File: src/rtl/sa_pkg.sv
package sa_pkg;
  typedef enum logic [0:0] {
    ST_IDLE = 1'b0,
    ST_RUN  = 1'b1
  } sa_state_e;
endpackage

File: src/rtl/sa_full_adder.sv
module sa_full_adder (
  input  logic x,
  input  logic y,
  input  logic cin,
  output logic s,
  output logic cout
);
  always_comb begin
    s    = x ^ y ^ cin;
    cout = (x & y) | (cin & (x ^ y));
  end
endmodule

File: src/rtl/sa_shreg.sv
module sa_shreg #(
  parameter int WIDTH = 8
) (
  input  logic             clk,
  input  logic             rst_n,
  input  logic             shift,
  input  logic             sel_ext,
  input  logic             ext_bit,
  input  logic             loop_bit,
  output logic [WIDTH-1:0] q,
  output logic             lsb
);
  logic in_bit;

  always_comb in_bit = sel_ext ? ext_bit : loop_bit;

  always_ff @(posedge clk or negedge rst_n) begin
    if (!rst_n)     q <= '0;
    else if (shift) q <= {in_bit, q[WIDTH-1:1]};
  end

  assign lsb = q[0];

  AST_HOLD_WITHOUT_SHIFT: assert property (@(posedge clk) disable iff (!rst_n)
    !shift |=> $stable(q));
endmodule

File: src/rtl/sa_ctrl.sv
module sa_ctrl
  import sa_pkg::*;
#(
  parameter int WIDTH = 8
) (
  input  logic clk,
  input  logic rst_n,
  input  logic start,
  input  logic ld_valid,
  output logic ld_ready,
  output logic shift_a,
  output logic shift_b,
  output logic sel_a,
  output logic sel_b,
  output logic clr_carry,
  output logic step,
  output logic busy,
  output logic done
);
  localparam int CNT_W = (WIDTH > 1) ? $clog2(WIDTH) : 1;
  localparam logic [CNT_W-1:0] LAST = CNT_W'(WIDTH - 1);

  sa_state_e      state;
  logic [CNT_W-1:0] cnt;
  logic           done_q;
  logic           run, last, accept, clr_cnt, ld_fire;

  always_comb begin
    run       = (state == ST_RUN);
    last      = (cnt == LAST);
    accept    = !run && start;
    clr_cnt   = accept;
    clr_carry = accept;
    ld_ready  = !run && !start;
    ld_fire   = ld_valid && ld_ready;
    shift_a   = run || ld_fire;
    shift_b   = run || ld_fire;
    sel_a     = !run;
    sel_b     = !run;
    step      = run;
    busy      = run;
    done      = done_q;
  end

  always_ff @(posedge clk or negedge rst_n) begin
    if (!rst_n) begin
      state  <= ST_IDLE;
      cnt    <= '0;
      done_q <= 1'b0;
    end else begin
      done_q <= run && last;
      if (accept)          state <= ST_RUN;
      else if (run && last) state <= ST_IDLE;
      if (clr_cnt)   cnt <= '0;
      else if (run)  cnt <= cnt + CNT_W'(1);
    end
  end

  AST_READY_LOW_WHEN_BUSY: assert property (@(posedge clk) disable iff (!rst_n)
    busy |-> !ld_ready);
  AST_DONE_SINGLE_CYCLE: assert property (@(posedge clk) disable iff (!rst_n)
    done |=> !done);
  AST_DONE_IDLE: assert property (@(posedge clk) disable iff (!rst_n)
    done |-> !busy);
  AST_RESTART_IGNORED: assert property (@(posedge clk) disable iff (!rst_n)
    (run && start && !last) |=> (busy && cnt == $past(cnt) + CNT_W'(1)));
endmodule

File: src/rtl/serial_adder.sv
module serial_adder #(
  parameter int WIDTH = 8
) (
  input  logic             clk,
  input  logic             rst_n,
  input  logic             start,
  input  logic             ld_valid,
  output logic             ld_ready,
  input  logic             ld_a_bit,
  input  logic             ld_b_bit,
  output logic [WIDTH-1:0] a_sum,
  output logic [WIDTH-1:0] b_val,
  output logic             carry_out,
  output logic             busy,
  output logic             done
);
  localparam int CW = (WIDTH > 1) ? $clog2(WIDTH + 1) + 1 : 2;

  logic shift_a, shift_b, sel_a, sel_b, clr_carry, step;
  logic a_lsb, b_lsb, sum_bit, cout_bit, carry_q;

  sa_ctrl #(.WIDTH(WIDTH)) u_ctrl (
    .clk(clk), .rst_n(rst_n), .start(start), .ld_valid(ld_valid),
    .ld_ready(ld_ready), .shift_a(shift_a), .shift_b(shift_b),
    .sel_a(sel_a), .sel_b(sel_b), .clr_carry(clr_carry), .step(step),
    .busy(busy), .done(done)
  );

  sa_shreg #(.WIDTH(WIDTH)) u_reg_a (
    .clk(clk), .rst_n(rst_n), .shift(shift_a), .sel_ext(sel_a),
    .ext_bit(ld_a_bit), .loop_bit(sum_bit), .q(a_sum), .lsb(a_lsb)
  );

  sa_shreg #(.WIDTH(WIDTH)) u_reg_b (
    .clk(clk), .rst_n(rst_n), .shift(shift_b), .sel_ext(sel_b),
    .ext_bit(ld_b_bit), .loop_bit(b_lsb), .q(b_val), .lsb(b_lsb)
  );

  sa_full_adder u_fa (
    .x(a_lsb), .y(b_lsb), .cin(carry_q), .s(sum_bit), .cout(cout_bit)
  );

  always_ff @(posedge clk or negedge rst_n) begin
    if (!rst_n)         carry_q <= 1'b0;
    else if (clr_carry) carry_q <= 1'b0;
    else if (step)      carry_q <= cout_bit;
  end

  assign carry_out = carry_q;

  // Checker state: operand snapshots and a run-length counter.
  logic [WIDTH-1:0] snap_a, snap_b;
  logic [CW-1:0]    run_len;

  always_ff @(posedge clk or negedge rst_n) begin
    if (!rst_n) begin
      snap_a  <= '0;
      snap_b  <= '0;
      run_len <= '0;
    end else begin
      if (start && !busy) begin
        snap_a  <= a_sum;
        snap_b  <= b_val;
        run_len <= '0;
      end else if (busy) begin
        run_len <= run_len + CW'(1);
      end
    end
  end

  AST_SUM_AND_CARRY: assert property (@(posedge clk) disable iff (!rst_n)
    done |-> ({carry_out, a_sum} == ((WIDTH+1)'(snap_a) + (WIDTH+1)'(snap_b))));
  AST_B_PRESERVED: assert property (@(posedge clk) disable iff (!rst_n)
    done |-> (b_val == snap_b));
  AST_EXACT_STEPS: assert property (@(posedge clk) disable iff (!rst_n)
    done |-> (run_len == CW'(WIDTH)));
endmodule

File: config.mk
export PLATFORM = sky130hd
export DESIGN_NAME = serial_adder
export DESIGN_NICKNAME = d
export VERILOG_FILES = /design/src/rtl/sa_pkg.sv /design/src/rtl/sa_full_adder.sv /design/src/rtl/sa_shreg.sv /design/src/rtl/sa_ctrl.sv /design/src/rtl/serial_adder.sv
export SDC_FILE = /design/constraint.sdc
export NUM_CORES = 1
export LEC_CHECK = 0
export ABC_AREA = 0
export CAP_MARGIN = 20
export CORE_UTILIZATION = 40
export CTS_CLUSTER_DIAMETER = 40
export DETAILED_ROUTE_END_ITERATION = 8
export PLACE_DENSITY = 0.76
export SYNTH_ARGS = -nofsm -noshare
export SYNTH_HDL_FRONTEND = slang
export SYNTH_SLANG_ARGS = --single-unit
File: constraint.sdc
create_clock -name clk -period 3.8 [get_ports clk]
set_clock_uncertainty 0.05 [all_clocks]
set_input_delay 0.76 -clock clk [delete_from_list [all_inputs] [get_ports clk]]
set_output_delay 0.76 -clock clk [all_outputs]
set_load 0.005 [all_outputs]
==> Yosys cells after proc, flatten, opt, wreduce, memory -nomap -nowiden <==
Cells that the tools add are included.
{ "totals": {"register_bits": 22, "inputBits": 6, "out_inout_bits": 20, "wordCells": 30} }
{ "classes": {"add_sub_neg": 1, "n_eq_ne": 1, "mux": 8, "bitwise_logic": 5, "n_reduce_logical": 9} }
{ "op_table": {"columns": ["cell", "n"], "rows": [
  ["1-bit two-way mux", 6],
  ["3-bit two-way mux", 2],
  ["1-bit logical AND", 4],
  ["2-bit nonzero test", 2],
  ["3-bit by 1-bit adder with 3-bit output (second input constant)", 1],
  ["3-bit == test (second input constant)", 1],
  ["1-bit AND", 2],
  ["1-bit logical NOT", 2],
  ["1-bit bitwise XOR", 2],
  ["1-bit logical OR", 1],
  ["1-bit OR", 1]
]} }

==> Logic depth before layout (Yosys ltp) <==
{ "depth": {"ltp_word": 5, "depth_mapped": 4, "mapped_depth_nobuf": 3} }

==> By module <==
From an unflattened synthesis, not the netlist that was laid out.
{ "unflattened": {"cells_unflattened": 64, "area_unflattened_um2": 980.9} }
{ "modules_own_cells": {"columns": ["module", "instances", "cells_each", "area_per_inst_um2", "seq_area_each_um2"], "rows": [
  ["sa_shreg", 2, 20, 342.8, 200.2],
  ["sa_ctrl", 1, 20, 236.5, 125.1],
  ["serial_adder", 1, 3, 38.8, 25.0],
  ["sa_full_adder", 1, 1, 20.0, 0.0]
]} }

==> Worst setup path before layout <==
No wires, ideal clock.
{ "synth_path": {"path_type": "in2out", "startpoint": "input start", "endpoint": "output ld_ready", "arrival_time_ns": 0.991, "required_ns": 2.990, "setup_slack_ns": 1.999, "cell_stages": 1, "n_path_buf": 0, "cell_sequence": "nor2_1"} }
{ "synth_via": {"elab_chain_len": 2} }
{ "synth_rtl": {"columns": ["element", "line_no", "source"], "rows": [
  ["start, declared", "serial_adder.sv:6", "input logic start,"],
  ["1-bit logical NOT", "sa_ctrl.sv:34", "ld_ready = !run && !start;"],
  ["1-bit logical AND", "sa_ctrl.sv:34", null],
  ["end, declared", "serial_adder.sv:8", "output logic ld_ready,"]
]} }
Every way passes these cells.

==> Final worst setup path <==
Ends and elaborated chain as after synthesis.

==> qor.txt <==
worst hold path type - flip-flop to flip-flop
1st-pass router iterations - 4
drt initial violations - 6
max_cap viols - 0
layout cells sized above 1 - 0.256
FF+latch area - 551 µm²
first-pass GRT wire length - 2640 µm
clock slew at reported path FFs - 0.12 ns
Syn Area/Cell - 15.2 µm²
RSZ-0062 raised after global routing - false
FILL cells - 194
clock sink count - 22
Fin Hold WS - 0.472 ns
Area growth syn-to-layout - 33.8%
wl on met1 - 747 µm
Area contributors post-synth - dfrtp_1 58%, mux2_4 16%, mux2_2 4.7%, mux2i_1 4.2%, ha_1 2.6%
reg-to-reg startpoint - u_ctrl.busy$_DFFE_PN0P_
vias in the first global route - 576
Vias - 563
relative slew slack - 0.604
# port buffers - 25
worst-margin pin slew - 0.593 ns
outcome - finished clean
total congestion overflow - 0
Mapped Cells - 63
Leakage - 0.579 nW
# rows - 17
power per cell area - 799 nW/µm²
clock tree buffer depth - 2
htree depth - 1
Worst setup endpoint - ld_ready
Detail Route met2 WL - 751 µm
number of synthesized register bits - 22
leading cell type in the layout, fill and taps excluded - clkdlybuf4s50_1
largest net degree at the start of global routing - 23
area of the multi-input gates - 360 µm²
Reg2Reg Capture Point - u_reg_b.q[3]$_DFFE_PN0P_
CTS tree - yes
Crit. End Element - output pin
die width - 50.9 µm
# diodes - 0
R2R depth - 2
required time worst endpoint - 2.99 ns
highest routed layer - met4
synth warn - 0
initial antenna violation count - 0
number of gates resized after cts - 0
crit path DAT - 2.05 ns
Initial Utilization - 0.428
Final min period - 2.86 ns
final count of hold timing violations - 0
worst skew pair latency - 0.31 ns
Nets - 100
Synth area leader - dfrtp_1
gr usage total - 0.146
Final GP Congestion - 0.676
sequential share of the synthesized area - 0.576
DRC errors left - 0
Vert. Die Dim - 50.9 µm
critical path launch point type - primary input
Post CTS Setup Buffer Count - 0
WL met3 - 88 µm
core area - 2230 µm²
commonest cells after routing, fill and taps aside - 25 x clkdlybuf4s50_1, 22 x dfrtp_1, 10 x mux2_4, 5 x inv_1
Hold Crit Start - u_ctrl.cnt[0]$_DFFE_PN0P_
Final Slew Violations - 0
final WL - 1630 µm
Final period util - 0.753
# setup viols final - 0
HPWL Detailed - 1170 µm
final setup TNS - 0 ns
DRT antenna net count - 0
Netlist Area Pre-Place - 956 µm²
syn nets - 72
highest clock rate - 349 MHz
root buffer cell - clkbuf_4
DR WL/cell - 13.8 µm
reg-to-reg setup timing slack - 2.21 ns
IO Count - 26
critical path type - primary input to output pin
Inserted Clock Buffers - 3
full die area - 2590 µm²
worst vdd ir - 422 µV
area share of the largest cell type after synthesis - 0.576
vias per inst - 4.77
Hold Buf Count CTS - 0
Worst Path Max Fanout - 5
CP Launch Point - start
Synth cell types - 16
==> critical path: stages <==
cell,delay (ns)
clkdlybuf4s50_1,0.43
nor2_1,0.29
clkdlybuf4s50_1,0.57
==> cells by family after synthesis <==
kind of cell,after synthesis,synth area share
AOI/OAI and AO/OA,6,0.0537
adders and majority gates,3,0.0471
and+or+nand+nor,6,0.0301
buffers and inverters,8,0.0471
DFF,22,0.576
muxes,18,0.246
==> through the flow <==
step | setup slack (ns) | total power [mW] | cells | util | instance area [µm²]
detailed placement | 0.931 | 0.901 | 113 | 0.544 | 1210
finish | 0.938 | 1.02 | 118 | 0.573 | 1280
global placement | 0.994 | 0.879 | 113 | 0.544 | 1210
CTS | 0.926 | 1.03 | 117 | 0.560 | 1250
floorplan | 2.00 | 0.684 | 63 | - | 956
global route | 0.874 | 1.09 | 118 | 0.573 | 1280
==> registers in the layout, summed over array words and instances, names as in the netlist <==
register,count
u_reg_b.q,8
u_ctrl.done,1
carry_out,1
u_ctrl.busy,1
u_reg_a.q,8
u_ctrl.cnt,3
==> where the power goes <==
part / switching, mW / internal (mW) / total, mW
Clock: 0.0691 / 0.0585 / 0.128
Combinational: 0.142 / 0.324 / 0.466
Sequential: 0.0896 / 0.338 / 0.428
==> routing by layer <==
layer,vias up,global-route usage
li1,266,-
met1,272,0.202
met2,21,0.211
met3,4,0.0327
met4,0,0.0833
met5,-,0
==> synthesized netlist by cell type, drive strengths merged <==
library cell  instances
a21oi                 1
a22o                  2
and2                  1
buf                   3
dfrtp                22
fa                    1
ha                    2
inv                   5
mux2                 14
mux2i                 4
nand2                 3
nand2b                1
nor2                  1
o21ai                 3
==> worst min-delay path by stage <==
stage,cells past startpoint,to
after floorplan,1,u_ctrl.cnt[0]$_DFFE_PN0P_
after global placement,1,u_ctrl.cnt[0]$_DFFE_PN0P_
after global routing,1,u_ctrl.cnt[1]$_DFFE_PN0P_
after detailed placement,1,u_ctrl.cnt[1]$_DFFE_PN0P_
after CTS,1,u_ctrl.cnt[0]$_DFFE_PN0P_
final,1,u_ctrl.cnt[0]$_DFFE_PN0P_
==> area by class of cell <==
type                    instances  share of cell area
flip-flops and latches         22               0.431
multi-input cells              33               0.282
repair buffers                 26               0.217
clock buffers                   4              0.0284
well taps                      28              0.0274
inverters                       5              0.0147
(Power assumes the default switching activity.)
